===== config.mk =====
export PLATFORM = sky130hd
export DESIGN_NAME = vga_charclk_gen
export DESIGN_NICKNAME = d
export VERILOG_FILES = /design/src/rtl/vga_sq_pkg.sv /design/src/rtl/vga_sq_regs.sv /design/src/rtl/vga_sq_dotgen.sv /design/src/rtl/vga_sq_loadgrp.sv /design/src/rtl/vga_charclk_gen.sv
export SDC_FILE = /design/constraint.sdc
export NUM_CORES = 1
export LEC_CHECK = 0
export ABC_AREA = 1
export BUFFER_PORTS_ARGS = -buffer_cell sky130_fd_sc_hd__buf_2
export CORE_MARGIN = 4
export CORE_UTILIZATION = 40
export DETAILED_ROUTE_END_ITERATION = 6
export PLACE_DENSITY = 0.73
export REMOVE_ABC_BUFFERS = 1
export SETUP_SLACK_MARGIN = 0.05
export SLEW_MARGIN = 20
export SYNTH_ARGS = -nofsm -noshare
export SYNTH_HDL_FRONTEND = slang
export SYNTH_SLANG_ARGS = --single-unit

===== constraint.sdc =====
create_clock -name clk -period 1.9 [get_ports clk]
set_input_delay 0.095 -clock clk [delete_from_list [all_inputs] [get_ports clk]]
set_output_delay 0.095 -clock clk [all_outputs]
set_load 0.02 [all_outputs]

===== src/rtl/vga_sq_pkg.sv =====
package vga_sq_pkg;

    typedef struct packed {
        logic scr_off;
        logic load4;
        logic halve;
        logic load2;
        logic narrow;
    } clkmode_t;

    localparam int unsigned BYTE_W = 8;

    function automatic logic [BYTE_W-1:0] mode_to_byte(input clkmode_t m);
        return {2'b00, m.scr_off, m.load4, m.halve, m.load2, 1'b0, m.narrow};
    endfunction

    function automatic clkmode_t byte_to_mode(input logic [BYTE_W-1:0] b);
        clkmode_t m;
        m.narrow  = b[0];
        m.load2   = b[2];
        m.halve   = b[3];
        m.load4   = b[4];
        m.scr_off = b[5];
        return m;
    endfunction

    function automatic logic [1:0] group_last(input clkmode_t m);
        if (m.load4)      return 2'd3;
        else if (m.load2) return 2'd1;
        else              return 2'd0;
    endfunction

endpackage


===== src/rtl/vga_sq_regs.sv =====
module vga_sq_regs
    import vga_sq_pkg::*;
#(
    parameter int unsigned    ADDR_W   = 16,
    parameter logic [ADDR_W-1:0] IDX_ADDR = 16'h03C4,
    parameter logic [ADDR_W-1:0] DAT_ADDR = 16'h03C5,
    parameter logic [7:0]     MODE_IDX = 8'h01
) (
    input  logic              clk,
    input  logic              rst,
    input  logic              io_wr,
    input  logic              io_rd,
    input  logic [ADDR_W-1:0] io_addr,
    input  logic [7:0]        io_wdata,
    output logic [7:0]        io_rdata,
    output logic [7:0]        idx_o,
    output clkmode_t          mode_o
);
    logic [7:0] idx_q;
    clkmode_t   mode_q;
    logic       hit_mode;

    assign hit_mode = (io_addr == DAT_ADDR) && (idx_q == MODE_IDX);

    always_ff @(posedge clk) begin
        if (rst) begin
            idx_q  <= '0;
            mode_q <= '0;
        end else if (io_wr) begin
            if (io_addr == IDX_ADDR) idx_q <= io_wdata;
            else if (hit_mode)       mode_q <= byte_to_mode(io_wdata);
        end
    end

    always_comb begin
        io_rdata = '0;
        if (io_rd) begin
            if (io_addr == IDX_ADDR) io_rdata = idx_q;
            else if (hit_mode)       io_rdata = mode_to_byte(mode_q);
        end
    end

    assign idx_o  = idx_q;
    assign mode_o = mode_q;
endmodule


===== src/rtl/vga_sq_dotgen.sv =====
module vga_sq_dotgen #(
    parameter int unsigned CNT_W = 4
) (
    input  logic clk,
    input  logic rst,
    input  logic dot_ce_in,
    input  logic halve,
    input  logic narrow,
    output logic dot_stb,
    output logic char_stb
);
    localparam logic [CNT_W-1:0] LAST_NARROW = CNT_W'(7);
    localparam logic [CNT_W-1:0] LAST_WIDE   = CNT_W'(8);

    logic             div_ph;
    logic [CNT_W-1:0] dcnt;
    logic [CNT_W-1:0] dlast;

    assign dlast    = narrow ? LAST_NARROW : LAST_WIDE;
    assign dot_stb  = dot_ce_in && (!halve || div_ph);
    assign char_stb = dot_stb && (dcnt >= dlast);

    always_ff @(posedge clk) begin
        if (rst) begin
            div_ph <= 1'b0;
            dcnt   <= '0;
        end else begin
            if (char_stb || !halve) div_ph <= 1'b0;
            else if (dot_ce_in)     div_ph <= !div_ph;
            if (char_stb)           dcnt <= '0;
            else if (dot_stb)       dcnt <= dcnt + 1'b1;
        end
    end
endmodule


===== src/rtl/vga_sq_loadgrp.sv =====
module vga_sq_loadgrp #(
    parameter int unsigned GRP_W = 2
) (
    input  logic             clk,
    input  logic             rst,
    input  logic             char_stb,
    input  logic [GRP_W-1:0] grp_last,
    output logic             load_stb
);
    logic [GRP_W-1:0] gcnt;

    assign load_stb = char_stb && (gcnt >= grp_last);

    always_ff @(posedge clk) begin
        if (rst)           gcnt <= '0;
        else if (load_stb) gcnt <= '0;
        else if (char_stb) gcnt <= gcnt + 1'b1;
    end
endmodule


===== src/rtl/vga_charclk_gen.sv =====
module vga_charclk_gen
    import vga_sq_pkg::*;
#(
    parameter int unsigned       ADDR_W   = 16,
    parameter logic [ADDR_W-1:0] IDX_ADDR = 16'h03C4,
    parameter logic [ADDR_W-1:0] DAT_ADDR = 16'h03C5,
    parameter logic [7:0]        MODE_IDX = 8'h01,
    parameter int unsigned       CNT_W    = 4
) (
    input  logic              clk,
    input  logic              rst,
    input  logic              io_wr,
    input  logic              io_rd,
    input  logic [ADDR_W-1:0] io_addr,
    input  logic [7:0]        io_wdata,
    output logic [7:0]        io_rdata,
    input  logic              dot_ce_in,
    output logic              dot_stb,
    output logic              char_stb,
    output logic              load_stb,
    output logic              blank,
    output logic              fetch_dis
);
    localparam int unsigned GRP_W = 2;

    clkmode_t   mode_reg;
    clkmode_t   mode_act;
    logic [7:0] idx_q;

    vga_sq_regs #(
        .ADDR_W(ADDR_W), .IDX_ADDR(IDX_ADDR), .DAT_ADDR(DAT_ADDR), .MODE_IDX(MODE_IDX)
    ) u_regs (
        .clk(clk), .rst(rst), .io_wr(io_wr), .io_rd(io_rd), .io_addr(io_addr),
        .io_wdata(io_wdata), .io_rdata(io_rdata), .idx_o(idx_q), .mode_o(mode_reg)
    );

    always_ff @(posedge clk) begin
        if (rst)           mode_act <= '0;
        else if (char_stb) mode_act <= mode_reg;
    end

    vga_sq_dotgen #(.CNT_W(CNT_W)) u_dot (
        .clk(clk), .rst(rst), .dot_ce_in(dot_ce_in), .halve(mode_act.halve),
        .narrow(mode_act.narrow), .dot_stb(dot_stb), .char_stb(char_stb)
    );

    vga_sq_loadgrp #(.GRP_W(GRP_W)) u_grp (
        .clk(clk), .rst(rst), .char_stb(char_stb),
        .grp_last(group_last(mode_act)), .load_stb(load_stb)
    );

    assign blank     = mode_reg.scr_off;
    assign fetch_dis = mode_reg.scr_off;
endmodule


# Yosys cells after proc, flatten, opt, wreduce, memory -nomap -nowiden
# Cells that the tools add are included.
dict set report classes {
  addsub 2
  order_cmp 2
  eq_ne 3
  n_mux 6
  bitwise 1
  reduce_logical 13
}
# operator n
set ops {}
lappend ops {{16-bit by 10-bit == test with 1-bit output, second input constant} 2}
lappend ops {{8-bit 2-to-1 mux} 2}
lappend ops {{8-bit by 1-bit == test with 1-bit output, second input constant} 1}
lappend ops {{6-bit 2-to-1 mux} 1}
lappend ops {{2-bit OR reduction} 3}
lappend ops {{4-bit by 1-bit adder with 4-bit output, second input constant} 1}
lappend ops {{4-bit greater-or-equal comparator} 1}
lappend ops {{1-bit logical AND} 4}
lappend ops {{4-bit 2-to-1 mux} 1}
lappend ops {{3-bit AND reduction} 1}
lappend ops {{2-bit by 1-bit adder with 2-bit output, second input constant} 1}
lappend ops {{2-bit greater-or-equal comparator} 1}
lappend ops {{1-bit zero test} 2}
lappend ops {{1-bit logical OR} 2}
lappend ops {{2-bit 2-to-1 mux} 1}
lappend ops {{2-bit AND reduction} 1}
lappend ops {{1-bit 2-to-1 mux} 1}
lappend ops {{1-bit inverter} 1}
dict set report word_totals {
  ff_bits 24
  in_bits 29
  out_inout_bits 13
  wordCells 40
}

# Logic depth before layout (Yosys ltp)
# Gate-level depths: netlist of the first run.
dict set report logic_depth {
  depth_word 6
  ltp_mapped 10
  depth_no_buf 10
}

# Modules after synthesis
# Synthesis of the first run repeated with hierarchy kept, for this count alone.
dict set report hier_totals {
  hier_cells 222
  area_unflattened_um2 1527.7
}
# module n_inst cells_per_inst area_per_inst_um2 seq_area_each_um2
set modules_own_cells {}
lappend modules_own_cells {vga_sq_regs 1 124 847.1 260.2}
lappend modules_own_cells {vga_sq_dotgen 1 50 357.8 100.1}
lappend modules_own_cells {vga_charclk_gen 1 28 186.4 80.1}
lappend modules_own_cells {vga_sq_loadgrp 1 20 136.4 40.0}

# Worst setup path after synthesis of the first run
# OpenSTA, ideal clock, no wires.
dict set report synth_timing {
  kind {reg-to-reg}
  start {register mode_act[0] (netlist bit)}
  end {register mode_act[2] (netlist bit)}
  setup_ns 0.070
  arrival_ns 1.495
  t_required_ns 1.830
  path_slack_ns 0.335
  path_stages_with_launch 11
  path_buffers 0
  synth_period_minus_slack_ns 1.565
  path_cell_list {dfxtp_1 inv_1 ha_1 inv_1 o21bai_1 nand2_1 nand3_1 nand2_2 inv_1 nand2_1 a21oi_1}
}
dict set report synth_between {
  elab_chain_len 3
}
# element line
set synth_rtl {}
lappend synth_rtl {{start: declaration} vga_charclk_gen.sv:27} ;# clkmode_t mode_act;
lappend synth_rtl {{start signal: assignment} vga_charclk_gen.sv:39} ;# else if (char_stb) mode_act <= mode_reg;
lappend synth_rtl {{4-bit 2-to-1 mux} vga_sq_dotgen.sv:19} ;# assign dlast = narrow ? LAST_NARROW : LAST_WIDE;
lappend synth_rtl {{4-bit greater-or-equal comparator} vga_sq_dotgen.sv:21} ;# assign char_stb = dot_stb && (dcnt >= dlast);
lappend synth_rtl {{1-bit logical AND} vga_sq_dotgen.sv:21}
lappend synth_rtl {{net char_stb} vga_charclk_gen.sv:19} ;# output logic char_stb,
# The timed path passes the listed nets, and every way through them passes these cells.
# A chain may end at the register's enable or synchronous reset.

# Final worst setup path of the first run
dict set report layout_timing {
  start {register mode_act[0] (netlist bit)}
  end {output port load_stb}
}
dict set report layout_between {
  elab_chain_len 4
}
# element line
set layout_rtl {}
lappend layout_rtl {{4-bit 2-to-1 mux} vga_sq_dotgen.sv:19}
lappend layout_rtl {{4-bit greater-or-equal comparator} vga_sq_dotgen.sv:21}
lappend layout_rtl {{1-bit logical AND} vga_sq_dotgen.sv:21}
lappend layout_rtl {{1-bit logical AND} vga_sq_loadgrp.sv:12} ;# assign load_stb = char_stb && (gcnt >= grp_last);
lappend layout_rtl {{end: declaration} vga_charclk_gen.sv:20} ;# output logic load_stb,
# Every way passes these cells.

==> metrics.yaml, run 1 <==
cp.arrival_ns: 1.73
p_int_w: 0.000771
worst_hold_path_type: "input port to flip-flop"
met1_length_um: 1530
antenna_cells: 0
setup_viol: 0
die_area_sq_um: 4660
worstSetupPathType: "flip-flop to output pin"
fin_crit_ns: 1.83
synthAdderAreaFrac_pct: 6.02
worstMarginPinSlew_ns: 0.485
rsz0062_at_grt: "yes"
cts-root-buf: "clkbuf_4"
syn_area_per_cell_sq_um: 6.58
synth-xor-area-share_pct: 1.20
fin_worst_skew_ns: 0.00213
power_frac_comb_pct: 11.1
yosysWarningCount: 0
ant_nets: 0
pin_count: 42
ir_drop_mv: 0.493
total_leakage_power_nw: 0.948
wl_per_cell_um: 10.8
synth_mux_area_share_pct: 0
cp_slowest_stage_delay_ns: 0.39
status: "finished clean"
fin_crit_sh_pct: 96.3
clk_pin_slew_ns: 0.13
cts_sinks: 24
track_usage_pct: 15.5
crit_slowest_cell: "dfxtp_2"
cp_common_cell: "inv_2"
numCtsBuffers: 3
synth_top_family_by_area: "simple AND/OR/NAND/NOR gates"
port_buffers: 41
drive_above_1_share_pct: 28.6
cts.htree.levels: 1
crit_start: "mode_act[0]"
synthCells: 221
grt_pass1_vias: 1379
synth_edf_count: 0
cp-endpoint: "load_stb"
cp-start-kind: "flip-flop"
drt_wl_total_um: 3480
clk_latency_ns: 0.32
die_w_um: 68.3
yosys_register_bits: 24
synth_flop_cell: "dfxtp_1"
final.setup.worst_slack_ns: 0.0704
cp_max_fo: 4
p_seq_share_pct: 51.4
grt_pass1_wl_um: 5650
netlist-cell-type-count: 26
slew-limit-headroom_pct: 67.6
syn_area_sq_um: 1450
path_cells: "inv_2, ha_4, inv_2, o21bai_1, nand2_1, nand3_4, nand3_2, inv_2, buf_6"
drc: 0
synth-compound-area-share_pct: 11.1
tritoncts: "built"
die_y_um: 68.3
cp.required_ns: 1.80
max_freq_ghz: 0.547
r2r_slack_ns: 0.19
grt-ovfl-total: 0
vias_per_cell: 4.64
layout.nets: 313
wl_met2_um: 1730
post-place-ws_ns: 0.274
clockBufferDepth: 2
r2r_cells: 11
critPathCaptureType: "output pin"
drtPass1Iterations: 4
seq_area_frac_synth_pct: 33.0
fp.coreArea_sq_um: 3420
setup_tns_ns: 0
maxCapViolations: 0
rows: 21
grt_start_max_net_pins: 19
dr_wl_met3_um: 193
initial_core_util_pct: 42.6
power_density_nw_per_um2: 519
slew_violations: 0
area_growth_pct: 31.7
dp_hpwl_um: 2520
power.share.clock_pct: 37.5
worstReg2RegEnd: "mode_act[2]"
switchingPower_w: 0.000224
highest_layer: "met4"
switching_share_pct: 22.5
hold_viol_final: 0
antenna_found_initial: 0
via_count: 1494
drt_iter0_drc: 35
synth-async-reset-ratio_pct: 0
rr_startpoint: "mode_act[0]"
gp_congestion: 0.843
yosys.area_share.simple_pct: 38.3
[Yosys cell counts, types with 2 or more instances]
master | count | share of area [%]
o21ai_0 | 16 | 5.5
dfxtp_1 | 24 | 33
a21oi_1 | 11 | 3.8
nor3_1 | 3 | 1.0
nand2_2 | 2 | 0.86
nor2_4 | 2 | 1.5
buf_4 | 2 | 1.0
nand2_1 | 34 | 8.8
nand4_1 | 5 | 2.2
inv_1 | 30 | 7.7
nand3_1 | 12 | 4.1
o21ai_1 | 2 | 0.69
inv_2 | 3 | 0.77
ha_1 | 7 | 6.0
nor2_2 | 6 | 2.6
nor2_1 | 52 | 13
[worst max-delay path, delay by kind of cell, from the launching register on]
family                   cells  cell delay (ns)
flip-flops                   1             0.39
AO/OA/AOI/OAI                1             0.15
buffers and inverters        4             0.27
AND/OR/NAND/NOR              3             0.34
adder cells (fa/ha/maj)      1             0.27
[placed cells by master (no fill, tap or decap), types with 2 or more instances in the layout]
cell | netlist | layout
nand2_1 | 34 | 34
inv_2 | 3 | 6
nor3_1 | 3 | 3
nor2_4 | 2 | 4
buf_6 | 1 | 2
buf_2 | 0 | 39
a21oi_1 | 11 | 11
clkbuf_4 | 0 | 3
nand3_1 | 12 | 10
ha_1 | 7 | 6
dfxtp_1 | 24 | 23
nand4_1 | 5 | 5
dlygate4sd3_1 | 0 | 5
nand3_2 | 1 | 2
nor2_1 | 52 | 52
buf_4 | 2 | 8
nand2_4 | 1 | 2
nor2_2 | 6 | 4
o21ai_1 | 2 | 3
inv_1 | 30 | 26
o21ai_0 | 16 | 15
[power by group through the flow]
stage | clock network, W | registers (W) | logic [W]
after floorplan | 0 | 0.000520 | 0.0000502
after global placement | 0 | 0.000521 | 0.0000948
after detailed placement | 0 | 0.000521 | 0.0000964
after CTS | 0.000383 | 0.000510 | 0.000105
after global routing | 0.000407 | 0.000512 | 0.000126
final | 0.000373 | 0.000511 | 0.000111
[cell families after synthesis]
family,after synthesis
buffers and inverters,36
flip-flops,24
XOR/XNOR,2
AND/OR/NAND/NOR,121
AO/OA/AOI/OAI,31
adder cells (fa/ha/maj),7
[routing by layer]
layer  vias to the layer above  GRT usage [%]
met5                         -              0
met2                        40           28.3
met3                         7           4.60
met4                         0           2.48
li1                        803              -
met1                       644           18.1
[per-stage QoR]
step	total power, W	hold WS (ns)	cells	instance area (sq um)	util, %
after global placement	0.000616	0.291	305	1690	49.5
after CTS	0.000997	0.00620	314	1800	52.7
final	0.000994	0.0106	322	1910	56.0
after floorplan	0.000571	0.164	218	1430	-
after global routing	0.00104	0.00454	322	1910	56.0
after detailed placement	0.000618	0.295	305	1690	49.5
[what timing repair did]
item | in CTS | in global routing
hold buffers | 5 | 0
resized for setup | 4 | 14
endpoints found under the setup margin | 2 | 5
setup buffers | 0 | 8
endpoints found under the hold margin | 5 | 0
pin swaps | 1 | 6
[sequential cells by signal, summed over array words and instances, names as in the netlist]
name and cells:
mode_act 4, u_dot.div_ph 1, u_grp.gcnt 2, u_regs.idx_o 8
u_regs.mode_o 5, u_dot.dcnt 4
[worst min path at each step]
stage / end / depth (start not counted) / slack [ns] / startpoint
6_report: u_regs.idx_o[5] / 3 / 0.01 / io_wdata[5]
5_1_grt: u_regs.idx_o[0] / 3 / 0.005 / io_wdata[0]
4_1_cts: u_regs.idx_o[5] / 3 / 0.006 / io_wdata[5]
3_5_place_dp: mode_act[2] / 2 / 0.30 / rst
3_3_place_gp: mode_act[2] / 2 / 0.29 / rst
2_1_floorplan: mode_act[2] / 1 / 0.16 / rst
[area by class of cell]
class / count / area, sq um
clock buffer: 3 / 22.5
clock inverter: 1 / 30.0
fill: 345 / 1500
inverter: 33 / 126
multi-input combinational: 161 / 868
sequential: 24 / 482
tap: 46 / 57.6
timing repair buffer: 54 / 328
No activity file was read; power rests on OpenSTA's default activity.
==> inputs of run 2 (changes only) <==
--- a/config.mk
+++ b/config.mk
@@ -5,12 +5,12 @@
 export SDC_FILE = /design/constraint.sdc
 export NUM_CORES = 1
 export LEC_CHECK = 0
-export ABC_AREA = 1
+export ABC_AREA = 0
 export BUFFER_PORTS_ARGS = -buffer_cell sky130_fd_sc_hd__buf_2
 export CORE_MARGIN = 4
 export CORE_UTILIZATION = 40
 export DETAILED_ROUTE_END_ITERATION = 6
-export PLACE_DENSITY = 0.73
+export PLACE_DENSITY = 0.74
 export REMOVE_ABC_BUFFERS = 1
 export SETUP_SLACK_MARGIN = 0.05
 export SLEW_MARGIN = 20
==> metrics.yaml, run 2 <==
cts.htree.levels: 1  # unchanged
fin_crit_ns: 1.78  # -0.0473 ns
gp_congestion: 0.784  # -7.0%
max_freq_ghz: 0.561  # +2.7%
fin_crit_sh_pct: 93.8  # -2.5 points
cp-start-kind: "flip-flop"
ctsHoldBuffers: 0  # -5
drtPass1Iterations: 4  # unchanged
slew-limit-headroom_pct: 78.9  # +11 points
multi_input_area_sq_um: 878  # +1.2%
wl_per_cell_um: 13.6  # +26%
drt_iter0_drc: 119  # +240%
nFillCells: 312  # -9.6%
clockBufferDepth: 2  # unchanged
pin_count: 42  # unchanged
vias_per_cell: 5.37  # +16%
numCtsBuffers: 3  # unchanged
grt-ovfl-total: 0  # unchanged
cp.arrival_ns: 1.69  # -0.04 ns
worstSetupPathType: "flip-flop to output pin"
layout_commonest_cell: "buf_2"
worstMarginPinSlew_ns: 0.312  # -0.173 ns
seq_area_frac_synth_pct: 35.0  # +2.0 points
port_buffers: 41  # unchanged
critPathCaptureType: "output pin"
clk_pin_slew_ns: 0.14  # about the same
yosysWarningCount: 0  # unchanged
cp_max_fo: 5  # +1
power_density_nw_per_um2: 489  # -5.8%
syn_area_per_cell_sq_um: 8.86  # +35%
initial_core_util_pct: 41.1  # -1.4 points
power.share.clock_pct: 30.8  # -6.7 points
tritoncts: "built"
final_cell_mix: "buf_2 (39), dfxtp_1 (19), buf_4 (16), a21oi_1 (14), nand3_1 (13)"
cts-root-buf: "clkbuf_4"
via_count: 1358  # -9.1%
clk_latency_ns: 0.31  # about the same
synth_flop_cell: "dfxtp_1"
synth_edf_count: 0  # unchanged
holdWs_ns: 0.0192  # +0.00865 ns
post-route-util_pct: 54.3  # -1.8 points
area_growth_pct: 32.0
largest_reg_flops: 8  # unchanged
synthTopCellsByCount: "dfxtp_1 (24), a21oi_1 (15), nand3_1 (13)"
yosys_register_bits: 24  # unchanged
power_frac_comb_pct: 11.3  # +0.2 points
regArea_sq_um: 487  # +1.0%
total_leakage_power_nw: 0.792  # -16%
hold_viol_final: 0  # unchanged
netlist-cell-type-count: 43  # +65%
track_usage_pct: 15.1  # -0.44 points
drc: 0  # unchanged
synth.most_common_cell: "dfxtp_1"
rsz0062_at_grt: "yes"
grt_pass1_vias: 1203  # -13%
maxCapViolations: 0  # unchanged
worst_hold_path_type: "input port to flip-flop"
drt_wl_total_um: 3450  # -0.98%
fp.coreArea_sq_um: 3340  # -2.3%
synth_area_leaders: "dfxtp_1 (35%), ha_1 (6.4%), a21oi_1 (5.5%)"
setup_tns_ns: 0  # unchanged
rows: 21  # unchanged
fin_worst_skew_ns: 0.00503  # +0.00289 ns
p_int_w: 0.000673  # -13%
cp.required_ns: 1.80  # about the same
p_seq_share_pct: 57.8  # +6.4 points
ir_drop_mv: 0.189  # -62%
dp_hpwl_um: 2420  # -4.1%
synthCells: 155  # -30%
antenna_found_initial: 0  # unchanged
fin_cells: 253  # -21%
antenna_cells: 0  # unchanged
slew_violations: 0  # unchanged
synth_top_cell_by_area: "dfxtp_1"
drive_above_1_share_pct: 40.1  # +11 points
syn_area_sq_um: 1370  # -5.6%
synth-async-reset-ratio_pct: 0  # unchanged
die_y_um: 66.6  # -2.5%
switchingPower_w: 0.000214  # -4.4%
cts_sinks: 24  # unchanged
switching_share_pct: 24.1  # +1.6 points
setup_viol: 0  # unchanged
ant_nets: 0  # unchanged
layout.nets: 244  # -22%
grt_start_max_net_pins: 19  # unchanged
die_area_sq_um: 4430  # -4.9%
grt_pass1_wl_um: 5330  # -5.8%
place_inst: 240  # -21%
synth_top_area_share_pct: 35.0  # +2.0 points
die_w_um: 66.6  # -2.5%
status: "finished clean"
[run 2: cell types whose count changed in the layout (fill, tap and decap cells not counted), moves of 5 or more]
cell,previous run,this run
inv_1,26,5
nand2_1,34,6
nor2_1,52,8
dlygate4sd3_1,5,0
a22oi_1,0,5
inv_2,6,1
buf_4,8,16
[run 2: metrics by stage]
step           area [sq um]  worst slack, ns  power, W
2_1_floorplan          1300           0.0903  0.000560
4_1_cts                1680           0.0589  0.000884
3_5_place_dp           1620            0.172  0.000615
5_1_grt                1810           0.0346  0.000920
3_3_place_gp           1620            0.209  0.000614
6_report               1810            0.118  0.000887
[run 2: cell type report]
type,count,share of cell area (%)
flip-flops and latches,24,26.9
well taps,46,3.18
clock buffers,4,2.00
repair buffers,56,18.0
multi-input cells,116,48.5
inverters,7,1.45
[run 2: critical path, stage by stage, from the launching register on]
cell and delay [ns]:
dfxtp_2 0.38, inv_2 0.07, ha_4 0.21, o21a_1 0.22
o211ai_4 0.28, nor3_2 0.06, buf_4 0.16
[run 2: cell families after synthesis]
kind of cell,after synthesis,share of synthesized area [%]
compound gates,45,21.6
xor+xnor,4,2.55
fa+ha+maj,7,6.38
buf+inv,15,7.11
flops,24,35.0
mux,2,1.46
simple gates,58,25.9
[run 2: path summary, 6_finish.rpt]
check / slack [ns] / depth (start not counted) / end / start
max: 0.12 / 6 / load_stb / mode_act[0]
min: 0.02 / 3 / u_regs.idx_o[6] / io_wdata[6]
max reg2reg: 0.16 / 6 / u_grp.gcnt[1] / mode_act[0]
min reg2reg: 0.47 / 2 / u_dot.div_ph / mode_act[2]
[run 2: power groups by stage]
stage / logic (W) / registers, W / clock network [W]
after floorplan: 0.0000379 / 0.000522 / 0
after global placement: 0.0000907 / 0.000523 / 0
after detailed placement: 0.0000922 / 0.000523 / 0
after CTS: 0.0000947 / 0.000512 / 0.000277
after global routing: 0.000110 / 0.000514 / 0.000296
final: 0.000100 / 0.000513 / 0.000273
[run 2: timing repair]
action,in CTS,in global routing
gates resized for setup,5,16
setup endpoints to repair,2,8
pin swaps,2,6
setup buffers,1,8
[run 2: layer usage]
metal | wire length [um] | GRT usage [%] | up-vias | part of all wire [%]
met3 | 187 | 1.85 | 2 | 5.4
met1 | 1510 | 19.8 | 641 | 44
li1 | - | - | 679 | -
met4 | 24 | 4.57 | 0 | 0.70
met5 | 0 | 0 | - | 0
met2 | 1730 | 25.6 | 36 | 50
==> inputs of run 3 (changes only) <==
==> constraint.sdc (replaced) <==
create_clock -name clk -period 2.15 [get_ports clk]
set_input_delay 0.1075 -clock clk [delete_from_list [all_inputs] [get_ports clk]]
set_output_delay 0.1075 -clock clk [all_outputs]
set_load 0.02 [all_outputs]
==> metrics.yaml, run 3 (same netlist as run 2, synthesis figures left out) <==
cp.required_ns: 2.04  # +0.24 ns
largest_reg_flops: 8  # unchanged
worst_hold_path_type: "input port to flip-flop"
ant_nets: 0  # unchanged
maxCapViolations: 0  # unchanged
die_area_sq_um: 4430  # unchanged
antenna_cells: 0  # unchanged
fp.coreArea_sq_um: 3340  # unchanged
grt-ovfl-total: 0  # unchanged
cp-start-kind: "flip-flop"
gp_congestion: 0.754  # -3.9%
total_power_w: 0.000771  # -13%
drive_above_1_share_pct: 29.4  # -11 points
die_w_um: 66.6  # unchanged
rsz0062_at_grt: "yes"
status: "finished clean"
pin_count: 42  # unchanged
whs_path_depth: 3  # unchanged
crit_start: "mode_act[0]"
min_to: "u_regs.idx_o[6]"
total_leakage_power_nw: 0.699  # -12%
final_cell_mix: "buf_2 (41), dfxtp_1 (24), a21oi_1 (15), nand3_1 (13), o21ai_0 (11)"
holdWs_ns: 0.0176  # -0.00163 ns
rr_startpoint: "mode_act[0]"
cp_max_fo: 9  # +4
antenna_found_initial: 0  # unchanged
vias_per_cell: 5.32  # -0.87%
setup_tns_ns: 0  # unchanged
fin_crit_ns: 1.95
cts-root-buf: "clkbuf_4"
worstSetupPathType: "flip-flop to output pin"
ir_drop_mv: 0.244  # +29%
numCtsBuffers: 3  # unchanged
power_density_nw_per_um2: 474  # -3.2%
wl_per_cell_um: 12.4  # -9.2%
drt_iter0_drc: 60  # -50%
layout.nets: 231  # -5.3%
slew_violations: 0  # unchanged
clockBufferDepth: 2  # unchanged
fin_crit_sh_pct: 90.8
area_growth_pct: 18.6
post-cts-setup-buffers: 0  # -1
hold_viol_final: 0  # unchanged
port_buffers: 41  # unchanged
tritoncts: "built"
fin_worst_skew_ns: 0.0104  # +0.00541 ns
setup_viol: 0  # unchanged
dp_hpwl_um: 2340  # -3.1%
drtPass1Iterations: 4  # unchanged
drc: 0  # unchanged
rows: 21  # unchanged
layout_commonest_cell: "buf_2"
worstReg2RegEnd: "u_grp.gcnt[1]"
initial_core_util_pct: 41.1  # unchanged
grt_pass1_vias: 1162  # -3.4%
via_count: 1277  # -6.0%
cp.arrival_ns: 1.84  # +0.15 ns
grt_start_max_net_pins: 20  # +1
worstMarginPinSlew_ns: 0.378  # +0.0655 ns
die_y_um: 66.6  # unchanged
r2r_slack_ns: 0.39  # +0.23 ns
critPathCaptureType: "output pin"
clk_latency_ns: 0.32  # about the same
r2r_cells: 6  # unchanged
slew-limit-headroom_pct: 74.8  # -4.1 points
drt_wl_total_um: 2970  # -14%
clk_pin_slew_ns: 0.13  # about the same
hold_start: "io_wdata[6]"
cts.htree.levels: 1  # unchanged
track_usage_pct: 14.5  # -0.55 points
max_freq_ghz: 0.512
grt_pass1_wl_um: 5180  # -2.7%
cts_sinks: 24  # unchanged
## run 3: timing repair
item	in CTS	in global routing
hold buffers	0	0
gates resized for setup	0	2
setup endpoints to repair	0	6
## run 3: critical path, stage by stage (launching register included)
cell      delay [ns]
dfxtp_1         0.38
inv_1           0.08
ha_1            0.27
o21a_1          0.19
o211ai_2        0.31
nor2_4          0.12
buf_2           0.18
## run 3: power by group
group,total [W],internal [W],switching (W)
clock,0.000238,0.000104,0.000134
combinational,0.0000808,0.0000369,0.0000439
sequential,0.000452,0.000449,0.00000361
total,0.000771,0.000589,0.000181
## run 3: metal layers
layer | GRT usage (%) | part of all wire [%] | wire (um) | up-vias
met5 | 0 | 0 | 0 | -
met4 | 3.05 | 0.67 | 20 | 0
met3 | 2.02 | 3.0 | 90 | 3
met2 | 24.4 | 49 | 1440 | 19
met1 | 19.7 | 48 | 1420 | 602
li1 | - | - | - | 653
## run 3: worst max-delay path by stage
stage | endpoint | slack (ns) | cells past startpoint
after global placement | u_grp.gcnt[1] | 0.46 | 6
after global routing | io_rdata[3] | 0.04 | 5
after detailed placement | u_grp.gcnt[1] | 0.42 | 6
after CTS | char_stb | 0.06 | 6
after floorplan | io_rdata[0] | 0.32 | 3
final | char_stb | 0.20 | 6
## run 3: stage by stage
| stage | setup WS (ns) | util [%] | cell area, sq um | instances |
|---|---|---|---|---|
| 5_1_grt | 0.0445 | 48.8 | 1630 | 240 |
| 4_1_cts | 0.0620 | 48.6 | 1620 | 240 |
| 2_1_floorplan | 0.315 | - | 1300 | 147 |
| 3_3_place_gp | 0.459 | 47.5 | 1590 | 236 |
| 3_5_place_dp | 0.418 | 47.5 | 1590 | 236 |
| 6_report | 0.198 | 48.8 | 1630 | 240 |
## run 3: final cells by class
class                           instances  area [sq um]
Multi-Input combinational cell        116           807
Inverter                                7          26.3
Clock buffer                            4          36.3
Tap cell                               46          57.6
Timing Repair Buffer                   43           220
Fill cell                             360          1710
Sequential cell                        24           480
